$ cat src/rtl/pfd_cp_pkg.sv
package pfd_cp_pkg;
  typedef struct packed {
    logic accept;      // detector flags may take new divider pulses
    logic clearFlags;  // drop both flags at next edge
    logic gateOff;     // power-down in force: silence outputs now
  } pfdStrobe_t;
endpackage

$ cat src/rtl/pfd_cp_ctrl_fsm.sv
module pfd_cp_ctrl_fsm
  import pfd_cp_pkg::*;
#(
  parameter int MIN_PULSE = 3
) (
  input  logic       clk,
  input  logic       rstN,
  input  logic       refPulse,
  input  logic       fbPulse,
  input  logic       forceHiZ,
  input  logic       testMode,
  input  logic       pdReq,
  input  logic       pdAsync,
  input  logic       refFlag,
  input  logic       fbFlag,
  output pfdStrobe_t strobe
);
  localparam int CNT_W = $clog2(MIN_PULSE + 1);
  localparam logic [CNT_W-1:0] WIN_LOAD = CNT_W'(MIN_PULSE);

  logic [CNT_W-1:0] winCnt;
  logic sleepQ;
  logic asyncNow, hold, winActive, lastWin, bothNext, idleNow;

  always_comb begin
    asyncNow  = pdReq & pdAsync;
    hold      = forceHiZ | testMode | sleepQ | asyncNow;
    winActive = (winCnt != '0);
    lastWin   = (winCnt == CNT_W'(1));
    bothNext  = (refFlag | refPulse) & (fbFlag | fbPulse);
    idleNow   = ~refFlag & ~fbFlag & ~winActive;
    strobe.accept     = ~hold & ~winActive;
    strobe.clearFlags = hold | lastWin;
    strobe.gateOff    = sleepQ | asyncNow;
  end

  always_ff @(posedge clk) begin
    if (!rstN) begin
      winCnt <= '0;
      sleepQ <= 1'b0;
    end else begin
      sleepQ <= pdReq & (pdAsync | sleepQ | idleNow);
      if (hold)           winCnt <= '0;
      else if (winActive) winCnt <= winCnt - 1'b1;
      else if (bothNext)  winCnt <= WIN_LOAD;
    end
  end

  AST_WIN_CLEARS: assert property (@(posedge clk) disable iff (!rstN)
    (lastWin && !hold) |=> (!refFlag && !fbFlag));
  AST_ASYNC_SLEEP: assert property (@(posedge clk) disable iff (!rstN)
    (pdReq && pdAsync) |=> (sleepQ && !refFlag && !fbFlag));
  AST_SYNC_WAIT: assert property (@(posedge clk) disable iff (!rstN)
    (pdReq && !pdAsync && !sleepQ && (refFlag || fbFlag)) |=> !sleepQ);
  AST_HIZ_CLEARS: assert property (@(posedge clk) disable iff (!rstN)
    forceHiZ |=> (!refFlag && !fbFlag && winCnt == '0));
endmodule

$ cat src/rtl/pfd_cp_core.sv
module pfd_cp_core
  import pfd_cp_pkg::*;
(
  input  logic       clk,
  input  logic       rstN,
  input  logic       refPulse,
  input  logic       fbPulse,
  input  logic       posPolarity,
  input  logic       forceHiZ,
  input  logic       testMode,
  input  pfdStrobe_t strobe,
  output logic       refFlag,
  output logic       fbFlag,
  output logic       pumpUp,
  output logic       pumpDown,
  output logic       pumpEn,
  output logic       testDrive
);
  logic normalRun, testRoute, upRaw, downRaw;

  always_ff @(posedge clk) begin
    if (!rstN) begin
      refFlag <= 1'b0;
      fbFlag  <= 1'b0;
    end else if (strobe.clearFlags) begin
      refFlag <= 1'b0;
      fbFlag  <= 1'b0;
    end else if (strobe.accept) begin
      refFlag <= refFlag | refPulse;
      fbFlag  <= fbFlag | fbPulse;
    end
  end

  always_comb begin
    normalRun = ~strobe.gateOff & ~forceHiZ & ~testMode;
    testRoute = ~strobe.gateOff & forceHiZ & testMode;
    upRaw     = posPolarity ? refFlag : fbFlag;
    downRaw   = posPolarity ? fbFlag : refFlag;
    pumpUp    = normalRun & upRaw;
    pumpDown  = normalRun & downRaw;
    pumpEn    = testRoute | pumpUp | pumpDown;
    testDrive = testRoute & (posPolarity ? fbPulse : refPulse);
  end

  AST_FLAG_HOLD: assert property (@(posedge clk) disable iff (!rstN)
    (refFlag && !strobe.clearFlags) |=> refFlag);
  AST_TEST_QUIET: assert property (@(posedge clk) disable iff (!rstN)
    testMode |-> (!pumpUp && !pumpDown));
  AST_OFF_QUIET: assert property (@(posedge clk) disable iff (!rstN)
    strobe.gateOff |-> (!pumpEn && !testDrive));
  AST_PAUSE_NO_TAKE: assert property (@(posedge clk) disable iff (!rstN)
    (!strobe.accept && !refFlag) |=> !refFlag);
endmodule

$ cat src/rtl/pfd_cp_ctrl.sv
module pfd_cp_ctrl
  import pfd_cp_pkg::*;
#(
  parameter int MIN_PULSE = 3
) (
  input  logic clk,
  input  logic rstN,
  input  logic refPulse,
  input  logic fbPulse,
  input  logic posPolarity,
  input  logic forceHiZ,
  input  logic testMode,
  input  logic pdReq,
  input  logic pdAsync,
  output logic pumpUp,
  output logic pumpDown,
  output logic pumpEn,
  output logic testDrive
);
  pfdStrobe_t strobe;
  logic refFlag, fbFlag;

  pfd_cp_ctrl_fsm #(.MIN_PULSE(MIN_PULSE)) uCtrl (
    .clk(clk), .rstN(rstN), .refPulse(refPulse), .fbPulse(fbPulse),
    .forceHiZ(forceHiZ), .testMode(testMode), .pdReq(pdReq),
    .pdAsync(pdAsync), .refFlag(refFlag), .fbFlag(fbFlag), .strobe(strobe)
  );

  pfd_cp_core uCore (
    .clk(clk), .rstN(rstN), .refPulse(refPulse), .fbPulse(fbPulse),
    .posPolarity(posPolarity), .forceHiZ(forceHiZ), .testMode(testMode),
    .strobe(strobe), .refFlag(refFlag), .fbFlag(fbFlag),
    .pumpUp(pumpUp), .pumpDown(pumpDown), .pumpEn(pumpEn),
    .testDrive(testDrive)
  );

  AST_EN_NORMAL: assert property (@(posedge clk) disable iff (!rstN)
    (!testMode && !forceHiZ) |-> (pumpEn == (pumpUp || pumpDown)));
endmodule

$ cat config.mk
export PLATFORM = sky130hd
export DESIGN_NAME = pfd_cp_ctrl
export DESIGN_NICKNAME = d
export VERILOG_FILES = /design/src/rtl/pfd_cp_pkg.sv /design/src/rtl/pfd_cp_ctrl_fsm.sv /design/src/rtl/pfd_cp_core.sv /design/src/rtl/pfd_cp_ctrl.sv
export SDC_FILE = /design/constraint.sdc
export NUM_CORES = 1
export LEC_CHECK = 0
export BUFFER_PORTS_ARGS = -buffer_cell sky130_fd_sc_hd__buf_4
export CAP_MARGIN = 20
export CORE_AREA = 2 2 39 41
export DETAILED_ROUTE_END_ITERATION = 6
export DIE_AREA = 0 0 41 43
export SYNTH_ARGS = -nofsm -noshare
export SYNTH_HDL_FRONTEND = slang
export SYNTH_SLANG_ARGS = --single-unit
$ cat constraint.sdc
create_clock -name clk -period 1.1 [get_ports clk]
set_clock_uncertainty 0.1 [all_clocks]
set_input_delay 0.165 -clock clk [delete_from_list [all_inputs] [get_ports clk]]
set_output_delay 0.165 -clock clk [all_outputs]
set_load 0.02 [all_outputs]
== After elaboration in Yosys (flattened, before gate mapping) ==
Cells that the tools add are included.
Cells by class
  equality and inequality tests: 1
  add/subtract/negate cells: 1
  reduce and logical (&&, ||, !) cells: 4
  bitwise logic cells: 32
  mux-type cells: 5
Operator list (number)
  $and 1x1->1: 13
  $or 1x1->1: 11
  $not 1->1: 8
  $mux 2: 2
  $reduce_bool 2->1: 2
  $reduce_or 2->1: 2
  $mux 1: 3
  $eq 2x1->1 const B: 1
  $sub 2x1->2 const B: 1
Word-level totals
  output and inout port bits: 4
  register bits: 5
  bits of input ports: 9
  word-level logic and storage cells: 47

== Longest topological paths before layout ==
Gate-level depths: netlist (run 1).
  word-level depth: 8
  gate-level depth with buffers: 4
  mapped depth without buffers: 4

== By module ==
Synthesis (run 1) repeated with hierarchy kept, for this count alone.
Second synthesis, totals
  cell total of the unflattened synthesis: 38
  area, all modules: 335.3 um^2
Modules (own cells, without submodules)
  pfd_cp_ctrl_fsm: times used 1, area each 206.4 um^2, sequential area each 60.1 um^2, cells an instance 21
  pfd_cp_core: times used 1, area each 128.9 um^2, sequential area each 40.0 um^2, cells an instance 17

== Least setup slack after synthesis (run 1) ==
Ideal clock, no wire load.
  kind: reg2out
  start point: reg uCtrl.sleepQ
  end point: out pumpEn
  setup slack: -0.228 ns
  data required time: 0.835 ns
  cell stages (with the launch flop): 4
  buffers on the path: 0
  arrival time: 1.063 ns
  cell sequence: dfxtp_1 -> a21oi_1 -> nand2_1 -> o21ai_0
Between the ends
  word-level cells in the longest chain between the ends: 7
  elaborated cells on any way between the ends: 10
  those cells by class: bitwise: 10
RTL lines
  from (decl): line pfd_cp_ctrl_fsm.sv:22  | logic sleepQ;
  from (signal assigned): line pfd_cp_ctrl_fsm.sv:42  | sleepQ <= pdReq & (pdAsync | sleepQ | idleNow);
  $or 1x1->1 (*): line pfd_cp_ctrl_fsm.sv:34  | strobe.gateOff = sleepQ | asyncNow;
  $not 1->1 (*): line pfd_cp_core.sv:35, pfd_cp_core.sv:36
  $and 1x1->1 (2 in series): line pfd_cp_core.sv:35  | normalRun = ~strobe.gateOff & ~forceHiZ & ~testMode;
  $and 1x1->1: line pfd_cp_core.sv:39  | pumpUp = normalRun & upRaw;
  $or 1x1->1: line pfd_cp_core.sv:41  | pumpEn = testRoute | pumpUp | pumpDown;
  $or 1x1->1 (*): line pfd_cp_core.sv:41
  to (decl): line pfd_cp_ctrl.sv:17  | output logic pumpEn,
Mark *: on every way between the ends. The rest lies on a longest branch, timed or not.

== Worst setup path after layout (run 1) ==
Ends and elaborated chain as after synthesis.

==> results.rst, run 1 <==
.. list-table::
   :header-rows: 1

   * - Metric
     - Value
   * - Critical Path Source
     - uCtrl.sleepQ$_SDFF_PN0_
   * - Wire length per cell after detailed routing
     - 10.5 um
   * - Run status
     - finished, violations left
   * - Min-delay src
     - rstN
   * - # IOs
     - 13
   * - Number of remaining DRC errors
     - 0
   * - Post-layout net count
     - 71
   * - Number of warnings reported in the yosys synthesis log
     - 0
   * - Max transition margin
     - 81.3%
   * - Cts-stage hold buffer count
     - 0
   * - First DRT Iteration DRCs
     - 1
   * - Total number of vias
     - between 300 and 400
   * - GRT Resource Usage Total
     - 10.8%
   * - Shortest clock period the worst path allows after layout
     - 1.33 ns
   * - Wire length of the first global-routing pass
     - about 1200 um
   * - #FFs+latches synth
     - 5
   * - Largest net degree at the start of global routing
     - 8
   * - Worst-path fanout max
     - 3
   * - Fraction of final layout cells with drive strength greater than 1
     - 52.5%
   * - Cell Area, Synth
     - approximately 320 um2
   * - Net count after synthesis
     - 48
   * - Leakage dissipation
     - 0.226 nW
   * - Distinct cell type count of the synthesized netlist
     - 16
   * - Top cells by area in the synthesized netlist
     - sky130_fd_sc_hd__dfxtp_1, sky130_fd_sc_hd__mux2i_1, sky130_fd_sc_hd__nor2_1
   * - Data arrival time of the critical path
     - approximately 1.1 ns
   * - Final global-route overflow total
     - 0
   * - Fin crit share
     - 121%
   * - Crit path kind
     - reg2out
   * - Syn Inst Count
     - 37
   * - Die height
     - 43 um
   * - Crit. End Element
     - output pin
   * - GP Congestion
     - a little over 0.7
   * - Total number of placement rows
     - 14
   * - Syn avg cell area
     - 8.52 um2
   * - Reg2Reg Depth
     - 5
   * - Post-synth EDFFs
     - 0
   * - Die W
     - between 40 and 50 um
   * - Required @ worst endpoint
     - 0.83 ns
   * - Post-DP HPWL
     - 580 um
   * - FMAX
     - about 0.75 GHz
   * - Kind of start point of the critical path
     - register
   * - Max-slew violation count
     - 0
   * - Diodes inserted
     - 0
   * - Clock transition at the register clock pins on the worst setup and hold paths after CTS
     - around 0.040 ns
   * - Wirelength, routed
     - slightly below 800 um
   * - TritonCTS sink count
     - 5
   * - TNS Setup
     - -1.46 ns
   * - Final core area utilization
     - 40.8%
   * - Worst-Margin Slew
     - 0.273 ns
   * - Worst-case hold slack
     - 0.0650 ns
   * - Critical register-to-register path endpoint
     - uCtrl.winCnt[1]$_SDFFE_PP0P_
   * - Worst skew pair latency
     - 0.24 ns
   * - Violated checks
     - setup timing
   * - Reg-to-reg critical path startpoint
     - uCtrl.sleepQ$_SDFF_PN0_
   * - Setup violations, final
     - 8
   * - ANT nets after route
     - 0
   * - Layout Area Growth over Synthesis
     - 79.0%
   * - Number of port buffers
     - 12
   * - Worst Hold Depth
     - 3
   * - Peak VDD IR
     - 0.376 mV
   * - Sequential-to-total area share from yosys stat
     - 31.7%
   * - TritonCTS clock tree
     - yes
   * - Full die area
     - approximately 0.0018 mm2
   * - Number of buffers created by CTS
     - 3
   * - Placeable core region
     - 0.00138 mm2
   * - Proportion of netlist area held by the largest area contributor
     - 31.7%
   * - CTS Buffer Depth
     - 2
   * - Most used DFF post-synth
     - sky130_fd_sc_hd__dfxtp_1
   * - Initial standard-cell utilization of the core
     - 22.8%
   * - Most frequent cells in the layout
     - sky130_fd_sc_hd__buf_4, sky130_fd_sc_hd__nor2_1, sky130_fd_sc_hd__dfxtp_1
   * - Clock root buffer master
     - sky130_fd_sc_hd__clkbuf_4
   * - Power density normalized to cell area
     - roughly 940 mW/mm2
   * - Asr flop ratio synth
     - 0%
   * - Number of antenna violations at the first check in global routing
     - 0
   * - Setup slack of the most critical reg-to-reg path
     - -0.19 ns
   * - Number of max-cap violations
     - 0
   * - Most common cell after layout, fill and taps aside
     - sky130_fd_sc_hd__buf_4
   * - H-tree lvl count
     - 1
   * - Via count of the first global-routing pass
     - 322
   * - Path class of the lowest-slack min-delay path
     - in2reg
   * - Top cell type by total area after synthesis
     - sky130_fd_sc_hd__dfxtp_1
   * - Fillers
     - 146
   * - Minimum setup slack after placement
     - -0.0884 ns
   * - Final hold vios
     - 0
   * - Vias per inst
     - ~4.4
   * - Worst Setup Slack, final
     - -0.232 ns
   * - Setup repair after global routing missed its margin
     - true
   * - TritonRoute pass-1 iters
     - 2
   * - Endpoint of the worst hold path
     - uCtrl.sleepQ$_SDFF_PN0_
## metal layers
metal	up-vias	share of wire [%]	global-route usage (%)
met5	-	0	0
met4	0	1.8	10.0
met3	2	5.1	3.14
met2	8	54	15.3
met1	145	39	11.9
li1	178	-	-
## power by group
group	switching, W	total (W)	internal (W)
Combinational	0.0000580	0.000122	0.0000643
Sequential	0.00000498	0.000191	0.000186
Clock	0.0000794	0.000217	0.000137
Total	0.000142	0.000530	0.000388
## metrics by stage
step | cell area, um2 | power [W] | instances
5_1_grt | 564 | 0.000561 | 75
2_1_floorplan | 329 | 0.000241 | 37
3_3_place_gp | 469 | 0.000293 | 69
3_5_place_dp | 469 | 0.000294 | 69
4_1_cts | 538 | 0.000532 | 74
6_report | 564 | 0.000530 | 75
## worst max-delay path, cell delays in order (launching register included)
cell,delay [ns]
sky130_fd_sc_hd__dfxtp_4,0.34
sky130_fd_sc_hd__a21oi_4,0.13
sky130_fd_sc_hd__nand2_2,0.09
sky130_fd_sc_hd__o21ai_2,0.13
sky130_fd_sc_hd__buf_6,0.13
## logic make-up (layout without fill, tap and decap cells)
logic type,Yosys count,count (layout),synth area share [%]
AND/OR/NAND/NOR,15,15,20.6
AO/OA/AOI/OAI,10,10,27.8
flip-flops,5,5,31.7
buffers and inverters,2,24,2.38
multiplexers,3,3,9.52
adder cells (fa/ha/maj),2,2,7.94
## state kept, by name, indices dropped and copies added (netlist names)
name           cells
uCore.refFlag      1
uCore.fbFlag       1
uCtrl.sleepQ       1
uCtrl.winCnt       2
## worst max-delay path by stage
| stage | slack [ns] | to | cells past startpoint |
|---|---|---|---|
| after floorplan | -0.05 | pumpDown | 3 |
| after global placement | -0.11 | testDrive | 4 |
| after detailed placement | -0.09 | testDrive | 4 |
| after CTS | -0.25 | pumpEn | 4 |
| after global routing | -0.31 | pumpUp | 4 |
| final | -0.23 | pumpEn | 4 |
## synthesized netlist by cell type, drive strengths merged (2+ instances only)
| master | instances |
|---|---|
| nand3 | 2 |
| nor2 | 8 |
| a21oi | 3 |
| mux2i | 3 |
| dfxtp | 5 |
| ha | 2 |
| a211oi | 2 |
| inv | 2 |
| nand2 | 3 |
## final cells by class
cell class | instances | area, um2 | area share (%)
clock buffers | 4 | 26.3 | 4.66
well taps | 16 | 20.0 | 3.55
inverters | 2 | 7.51 | 1.33
multi-input cells | 30 | 260 | 46.1
flip-flops and latches | 5 | 104 | 18.4
repair buffers | 18 | 146 | 25.9
## timing repair
| item | in CTS | in global routing |
|---|---|---|
| pin swaps | 9 | 2 |
| endpoints found under the hold margin | 0 | 0 |
| gates resized for setup | 9 | 3 |
| endpoints found under the setup margin | 7 | 9 |
| buffers inserted | 1 | 1 |
(Power assumes the default switching activity.)
==> run 2: changes to the inputs <==
- BUFFER_PORTS_ARGS: -buffer_cell sky130_fd_sc_hd__buf_4 -> -buffer_cell sky130_fd_sc_hd__buf_2
- CTS_BUF_LIST: unset -> sky130_fd_sc_hd__clkbuf_4 sky130_fd_sc_hd__clkbuf_8
==> run 2 against run 1 <==
Clock-buffer cell count unchanged. Clock power rose by 16%. Non-clock buffer count stayed put. The flow still finishes with violations (setup timing). Via count is 4.8% higher.
==> results.rst, run 2 (synthesized netlist as in run 1, its figures left out) <==
.. list-table::
   :header-rows: 1

   * - Metric
     - Value
   * - Run status
     - finished, violations left
   * - Violated checks
     - setup timing
   * - Minimum setup slack after placement
     - -0.128 ns (-0.0395 ns)
   * - Total number of vias
     - 349 (+4.8%)
   * - Kind of start point of the critical path
     - register
   * - Post-layout net count
     - 71 (unchanged)
   * - Master of the slowest instance on the critical path
     - sky130_fd_sc_hd__dfxtp_2
   * - Path class of the lowest-slack min-delay path
     - in2reg
   * - Largest net degree at the start of global routing
     - 8 (unchanged)
   * - Total design power
     - 0.000555 W (+4.6%)
   * - Wire length per cell after detailed routing
     - 9.83 um (-6.0%)
   * - Via count of the first global-routing pass
     - 287 (-11%)
   * - Number of max-cap violations
     - 0 (unchanged)
   * - Buffers plus inverters on the worst setup path
     - 1 (unchanged)
   * - Leakage dissipation
     - 0.222 nW (-1.9%)
   * - TritonCTS clock tree
     - yes
   * - Worst Hold Depth
     - 3 (unchanged)
   * - Total number of cells along the worst setup path
     - 4 (unchanged)
   * - Most frequent cells in the layout
     - sky130_fd_sc_hd__buf_2, sky130_fd_sc_hd__buf_4, sky130_fd_sc_hd__nor2_1, sky130_fd_sc_hd__clkbuf_4, sky130_fd_sc_hd__dfxtp_1
   * - FMAX
     - 0.765 GHz (+1.9%)
   * - Flip-flop count of the largest register after layout
     - 2 (unchanged)
   * - Worst-case hold slack
     - 0.0646 ns (-0.000411 ns)
   * - Total area of sequential cells
     - 101 um2 (-2.4%)
   * - Cell class contributing the biggest share of worst-path delay
     - flip-flops
   * - Clock transition at the register clock pins on the worst setup and hold paths after CTS
     - 0.05 ns (about the same)
   * - Max transition margin
     - 78.5% (-2.8 points)
   * - Peak VDD IR
     - 0.540 mV (+44%)
   * - Cell-by-cell trace of the critical path
     - a21oi_4, nand2_2, o21ai_2, buf_6
   * - Fin crit share
     - 119% (-2.3 points)
   * - Crit. End Element
     - output pin
   * - Number of buffers created by CTS
     - 3 (unchanged)
   * - Fillers
     - 158 (+8.2%)
   * - Post-route cell area
     - 542 um2 (-4.0%)
   * - TritonRoute pass-1 iters
     - 1 (-1)
   * - Largest reg by FF count
     - uCtrl.winCnt
   * - Placed cell area
     - 439 um2 (-6.4%)
   * - Wire length of the first global-routing pass
     - 1120 um (-10%)
   * - Die height
     - 43 um (unchanged)
   * - Number of remaining DRC errors
     - 0 (unchanged)
   * - Crit path kind
     - reg2out
   * - CTS Buffer Depth
     - 2 (unchanged)
   * - Diodes inserted
     - 0 (unchanged)
   * - Fraction of final layout cells with drive strength greater than 1
     - 54.2% (+1.7 points)
   * - Number of antenna violations at the first check in global routing
     - 0 (unchanged)
   * - TNS Setup
     - -1.02 ns (+0.442 ns)
   * - Required @ worst endpoint
     - 0.83 ns (about the same)
   * - Final hold vios
     - 0 (unchanged)
   * - Vias per inst
     - 4.65 (+4.8%)
   * - Layout Area Growth over Synthesis
     - 71.8%
   * - Shortest clock period the worst path allows after layout
     - 1.31 ns (-0.0253 ns)
   * - Multi-input logic area
     - 260 um2 (unchanged)
   * - Data arrival time of the critical path
     - 1.04 ns (-0.03 ns)
   * - Total number of placement rows
     - 14 (unchanged)
   * - Worst-Margin Slew
     - 0.323 ns (+0.0493 ns)
   * - Initial standard-cell utilization of the core
     - 22.8% (unchanged)
   * - Wirelength, routed
     - 737 um (-6.0%)
   * - Delay of the slowest cell on the worst path
     - 0.33 ns (about the same)
   * - Setup repair after global routing missed its margin
     - true
   * - Worst Setup Slack, final
     - -0.206 ns (+0.0253 ns)
   * - Worst-path fanout max
     - 3 (unchanged)
   * - GRT Resource Usage Total
     - 9.86% (-0.89 points)
   * - TritonCTS sink count
     - 5 (unchanged)
   * - First DRT Iteration DRCs
     - 0 (-1)
   * - Number of port buffers
     - 12 (unchanged)
   * - Power density normalized to cell area
     - 1020 mW/mm2 (+8.9%)
   * - Reg2Reg Depth
     - 4 (-1)
   * - # IOs
     - 13 (unchanged)
   * - Final global-route overflow total
     - 0 (unchanged)
   * - Clock root buffer master
     - sky130_fd_sc_hd__clkbuf_4
   * - Full die area
     - 0.00176 mm2 (unchanged)
   * - H-tree lvl count
     - 1 (unchanged)
   * - Setup violations, final
     - 8 (unchanged)
   * - Max-slew violation count
     - 0 (unchanged)
   * - Placeable core region
     - 0.00138 mm2 (unchanged)
   * - Die W
     - 41 um (unchanged)
   * - Worst skew pair latency
     - 0.25 ns (about the same)
   * - ANT nets after route
     - 0 (unchanged)
   * - GP Congestion
     - 0.704 (-2.6%)
-- run 2: final cells by class --
type | instances | area share [%]
tap | 16 | 3.70
multi-input combinational | 30 | 48.0
timing repair buffer | 18 | 22.6
sequential | 5 | 18.7
inverter | 2 | 1.39
clock buffer | 4 | 5.54
-- run 2: layer usage --
metal | global-route usage (%) | vias up | routed length [um] | share of wire [%]
met5 | 0 | - | 0 | 0
met4 | 12.0 | 0 | 23 | 3.1
met3 | 1.57 | 4 | 37 | 5.0
met2 | 12.8 | 8 | 342 | 46
met1 | 11.7 | 160 | 334 | 45
li1 | - | 177 | - | -
-- run 2: what timing repair did --
action | CTS | global route
gates cloned | 0 | 0
endpoints found under the setup margin | 7 | 9
setup buffers | 2 | 0
pin swaps | 8 | 2
hold buffers | 0 | 0
resized for setup | 11 | 3
-- run 2: worst register-to-register path: stages (launching register included) --
cell and delay [ns]:
sky130_fd_sc_hd__dfxtp_2 0.33, sky130_fd_sc_hd__buf_4 0.14, sky130_fd_sc_hd__a2111oi_4 0.25, sky130_fd_sc_hd__nand2_1 0.12
sky130_fd_sc_hd__a211oi_2 0.19
-- run 2: final timing paths --
path / endpoint / slack, ns / startpoint
setup reg to reg: uCtrl.winCnt[1]$_SDFFE_PP0P_ / -0.11 / uCtrl.sleepQ$_SDFF_PN0_
setup / recovery: pumpEn / -0.21 / uCtrl.sleepQ$_SDFF_PN0_
hold / removal: uCtrl.sleepQ$_SDFF_PN0_ / 0.06 / rstN
hold reg to reg: uCore.refFlag$_SDFFE_PP0P_ / 0.45 / uCore.refFlag$_SDFFE_PP0P_
-- run 2: power breakdown --
group,total (W),switching [W],internal (W),leakage (nW)
Combinational,0.000111,0.0000570,0.0000539,0.162
Clock,0.000252,0.0000891,0.000163,0.0184
Sequential,0.000192,0.00000462,0.000187,0.0410
Total,0.000555,0.000151,0.000404,0.222
-- run 2: stage by stage --
step,std cells,util [%]
after global placement,69,31.7
after detailed placement,69,31.7
after CTS,75,37.5
after floorplan,37,-
final,75,39.2
after global routing,75,39.2
==> run 3: changes to the inputs <==
- SYNTH_HIERARCHICAL: unset -> 1
==> run 3 against run 2 <==
The run still ends with setup timing left. Area after synthesis increased by 6.3%. Register-to-register slack lost 0.13 ns. Core utilization increased by 8.1 points. Die area stayed put. Largest cell class unchanged. Sequential power decreased by 2%. Critical path type unchanged. Clock power fell by 6%. Via count grew 14%. Worst setup slack got worse by 0.12 ns. Critical endpoint unchanged. Flip-flop and latch count did not move. Global-route usage rose by 2.3 points.
==> results.rst, run 3 <==
.. list-table::
   :header-rows: 1

   * - Metric
     - Value
   * - Run status
     - finished, violations left
   * - Violated checks
     - setup timing
   * - Syn Inst Count
     - 38 (+2.7%)
   * - Wire length per cell after detailed routing
     - 11.3 um (+14%)
   * - Via count of the first global-routing pass
     - 372 (+30%)
   * - Cts-stage hold buffer count
     - 0 (unchanged)
   * - Path class of the lowest-slack min-delay path
     - in2reg
   * - Most common cell after layout, fill and taps aside
     - sky130_fd_sc_hd__buf_4
   * - Post-DP HPWL
     - 711 um
   * - #FFs+latches synth
     - 5 (unchanged)
   * - Fin crit share
     - 129% (+11 points)
   * - Number of port buffers
     - 12 (unchanged)
   * - Total number of vias
     - 399 (+14%)
   * - Worst Setup Slack, final
     - -0.324 ns (-0.118 ns)
   * - Clock root buffer master
     - sky130_fd_sc_hd__clkbuf_4
   * - Wirelength, routed
     - 900 um (+22%)
   * - GP Congestion
     - 0.682 (-3.1%)
   * - Grt peak-use layer
     - met2
   * - Diodes inserted
     - 0 (unchanged)
   * - Minimum setup slack after placement
     - -0.215 ns (-0.0868 ns)
   * - Number of remaining DRC errors
     - 0 (unchanged)
   * - FMAX
     - 0.702 GHz (-8.3%)
   * - H-tree lvl count
     - 1 (unchanged)
   * - Die height
     - 43 um (unchanged)
   * - Post-synth EDFFs
     - 0 (unchanged)
   * - Distinct cell type count of the synthesized netlist
     - 19 (+3)
   * - Worst-path fanout max
     - 4 (+1)
   * - Cell Area, Synth
     - 335 um2 (+6.3%)
   * - TritonCTS clock tree
     - yes
   * - Number of warnings reported in the yosys synthesis log
     - 6 (+6)
   * - Global routing met1 resource utilization
     - 12.5% (+0.89 points)
   * - Clock transition at the register clock pins on the worst setup and hold paths after CTS
     - 0.05 ns (about the same)
   * - Final global-route overflow total
     - 0 (unchanged)
   * - Total number of placement rows
     - 14 (unchanged)
   * - Total design power
     - 0.000558 W (+0.67%)
   * - Most common library cells after synthesis
     - sky130_fd_sc_hd__dfxtp_1, sky130_fd_sc_hd__nor3_1
   * - Data arrival time of the critical path
     - 1.16 ns (+0.12 ns)
   * - Worst skew pair latency
     - 0.24 ns (about the same)
   * - Final hold vios
     - 0 (unchanged)
   * - Asr flop ratio synth
     - 0% (unchanged)
   * - Max transition margin
     - 79.0% (+0.51 points)
   * - Met2 Use GR
     - 20.9% (+8.1 points)
   * - Vias per inst
     - 4.99 (+7.2%)
   * - Most frequent cells in the layout
     - sky130_fd_sc_hd__buf_4, sky130_fd_sc_hd__buf_2, sky130_fd_sc_hd__clkbuf_4, sky130_fd_sc_hd__dfxtp_2, sky130_fd_sc_hd__mux2i_1
   * - Setup repair after global routing missed its margin
     - true
   * - ANT nets after route
     - 0 (unchanged)
   * - Sequential-to-total area share from yosys stat
     - 29.9% (-1.9 points)
   * - Fillers
     - 136 (-14%)
   * - CTS Buffer Depth
     - 2 (unchanged)
   * - Syn avg cell area
     - 8.82 um2 (+3.6%)
   * - Crit. End Element
     - output pin
   * - TritonRoute pass-1 iters
     - 2 (+1)
   * - Top cell type by total area after synthesis
     - sky130_fd_sc_hd__dfxtp_1
   * - Proportion of netlist area held by the largest area contributor
     - 29.9% (-1.9 points)
   * - Master of the slowest instance on the critical path
     - sky130_fd_sc_hd__dfxtp_4
   * - TNS Setup
     - -1.89 ns (-0.874 ns)
   * - Worst-Margin Slew
     - 0.306 ns (-0.0164 ns)
   * - Number of max-cap violations
     - 0 (unchanged)
   * - Layout Area Growth over Synthesis
     - 95.1%
   * - Largest reg by FF count
     - uCtrl/winCnt
   * - Post-layout net count
     - 76 (+7.0%)
   * - Leakage dissipation
     - 0.276 nW (+25%)
   * - Initial standard-cell utilization of the core
     - 24.2% (+1.4 points)
   * - Number of buffers created by CTS
     - 3 (unchanged)
   * - Top cells by area in the synthesized netlist
     - sky130_fd_sc_hd__dfxtp_1, sky130_fd_sc_hd__mux2i_1, sky130_fd_sc_hd__a2111oi_4
   * - Setup violations, final
     - 9 (+1)
   * - Max-slew violation count
     - 0 (unchanged)
   * - Most frequently used cell type in the post-synthesis netlist
     - sky130_fd_sc_hd__dfxtp_1
   * - Met3 demand-to-capacity share in global routing
     - 6.28% (+4.7 points)
   * - Kind of start point of the critical path
     - register
   * - Die W
     - 41 um (unchanged)
   * - Power density normalized to cell area
     - 853 mW/mm2 (-17%)
   * - # IOs
     - 13 (unchanged)
   * - Shortest clock period the worst path allows after layout
     - 1.42 ns (+0.118 ns)
   * - GRT Resource Usage Total
     - 12.1% (+2.3 points)
   * - Reg2Reg Depth
     - 5 (+1)
   * - TritonCTS sink count
     - 5 (unchanged)
   * - Flip-flop count of the largest register after layout
     - 2 (unchanged)
   * - Full die area
     - 0.00176 mm2 (unchanged)
   * - First DRT Iteration DRCs
     - 1 (+1)
   * - Wire length of the first global-routing pass
     - 1440 um (+28%)
   * - Peak VDD IR
     - 0.588 mV (+8.9%)
   * - Cell-by-cell trace of the critical path
     - a21o_4, buf_4, a21oi_2, buf_6
   * - Crit path kind
     - reg2out
   * - Worst Hold Depth
     - 3 (unchanged)
   * - Fraction of final layout cells with drive strength greater than 1
     - 78.1% (+24 points)
   * - Largest net degree at the start of global routing
     - 7 (-1)
   * - Number of antenna violations at the first check in global routing
     - 0 (unchanged)
   * - Delay of the slowest cell on the worst path
     - 0.34 ns (about the same)
   * - Required @ worst endpoint
     - 0.83 ns (about the same)
   * - Placeable core region
     - 0.00138 mm2 (unchanged)
   * - Most used DFF post-synth
     - sky130_fd_sc_hd__dfxtp_1
   * - Net count after synthesis
     - 49 (+2.1%)
## run 3: layout make-up
class | instances | area [um2] | area share [%]
tap | 16 | 20.0 | 3.06
sequential | 5 | 109 | 16.6
clock buffer | 4 | 30.0 | 4.59
inverter | 3 | 16.3 | 2.49
timing repair buffer | 22 | 149 | 22.8
multi-input combinational | 30 | 330 | 50.5
## run 3: cells by family after synthesis
logic type,Yosys count,share of synthesized area [%]
muxes,3,8.96
AOI/OAI and AO/OA,10,26.5
and+or+nand+nor,15,23.9
buffers and inverters,3,3.36
adders and majority gates,2,7.46
DFF,5,29.9
## run 3: per-stage QoR
step                instance area, um2  util (%)  instances  hold WS (ns)
finish                             654      47.3         80         0.101
global route                       654      47.3         80         0.102
CTS                                626      45.2         79        0.0927
detailed placement                 548      39.6         74         0.344
global placement                   548      39.6         74         0.340
floorplan                          408         -         38         0.186
## run 3: final timing paths
kind	start	end	slack [ns]
setup / recovery	uCtrl/sleepQ$_SDFF_PN0_	pumpEn	-0.32
hold / removal	rstN	uCore/refFlag$_SDFFE_PP0P_	0.10
setup reg to reg	uCtrl/sleepQ$_SDFF_PN0_	uCore/fbFlag$_SDFFE_PP0P_	-0.24
hold reg to reg	uCtrl/winCnt[0]$_SDFFE_PP0P_	uCtrl/winCnt[0]$_SDFFE_PP0P_	0.44
## run 3: power by group
group	internal [W]	switching, W	leakage [nW]
logic	0.0000666	0.0000669	0.215
clock network	0.000162	0.0000753	0.0184
registers	0.000185	0.00000292	0.0432
total	0.000413	0.000145	0.276
## run 3: critical path: cells and delay by family, from the launching register on
| kind | cells | cell delay (ns) |
|---|---|---|
| DFF | 1 | 0.34 |
| AOI/OAI and AO/OA | 2 | 0.32 |
| buffers and inverters | 2 | 0.27 |
## run 3: per-layer routing
| layer | wire length, um | vias to the layer above |
|---|---|---|
| li1 | - | 196 |
| met1 | 341 | 191 |
| met2 | 490 | 12 |
| met3 | 68 | 0 |
| met4 | 0 | 0 |
| met5 | 0 | - |
## run 3: timing repair
action                                  4_1_cts  5_1_grt
endpoints found under the setup margin        8        9
cloned                                        0        0
pin swaps                                     6        1
setup buffers                                 1        1
resized for setup                            10        7
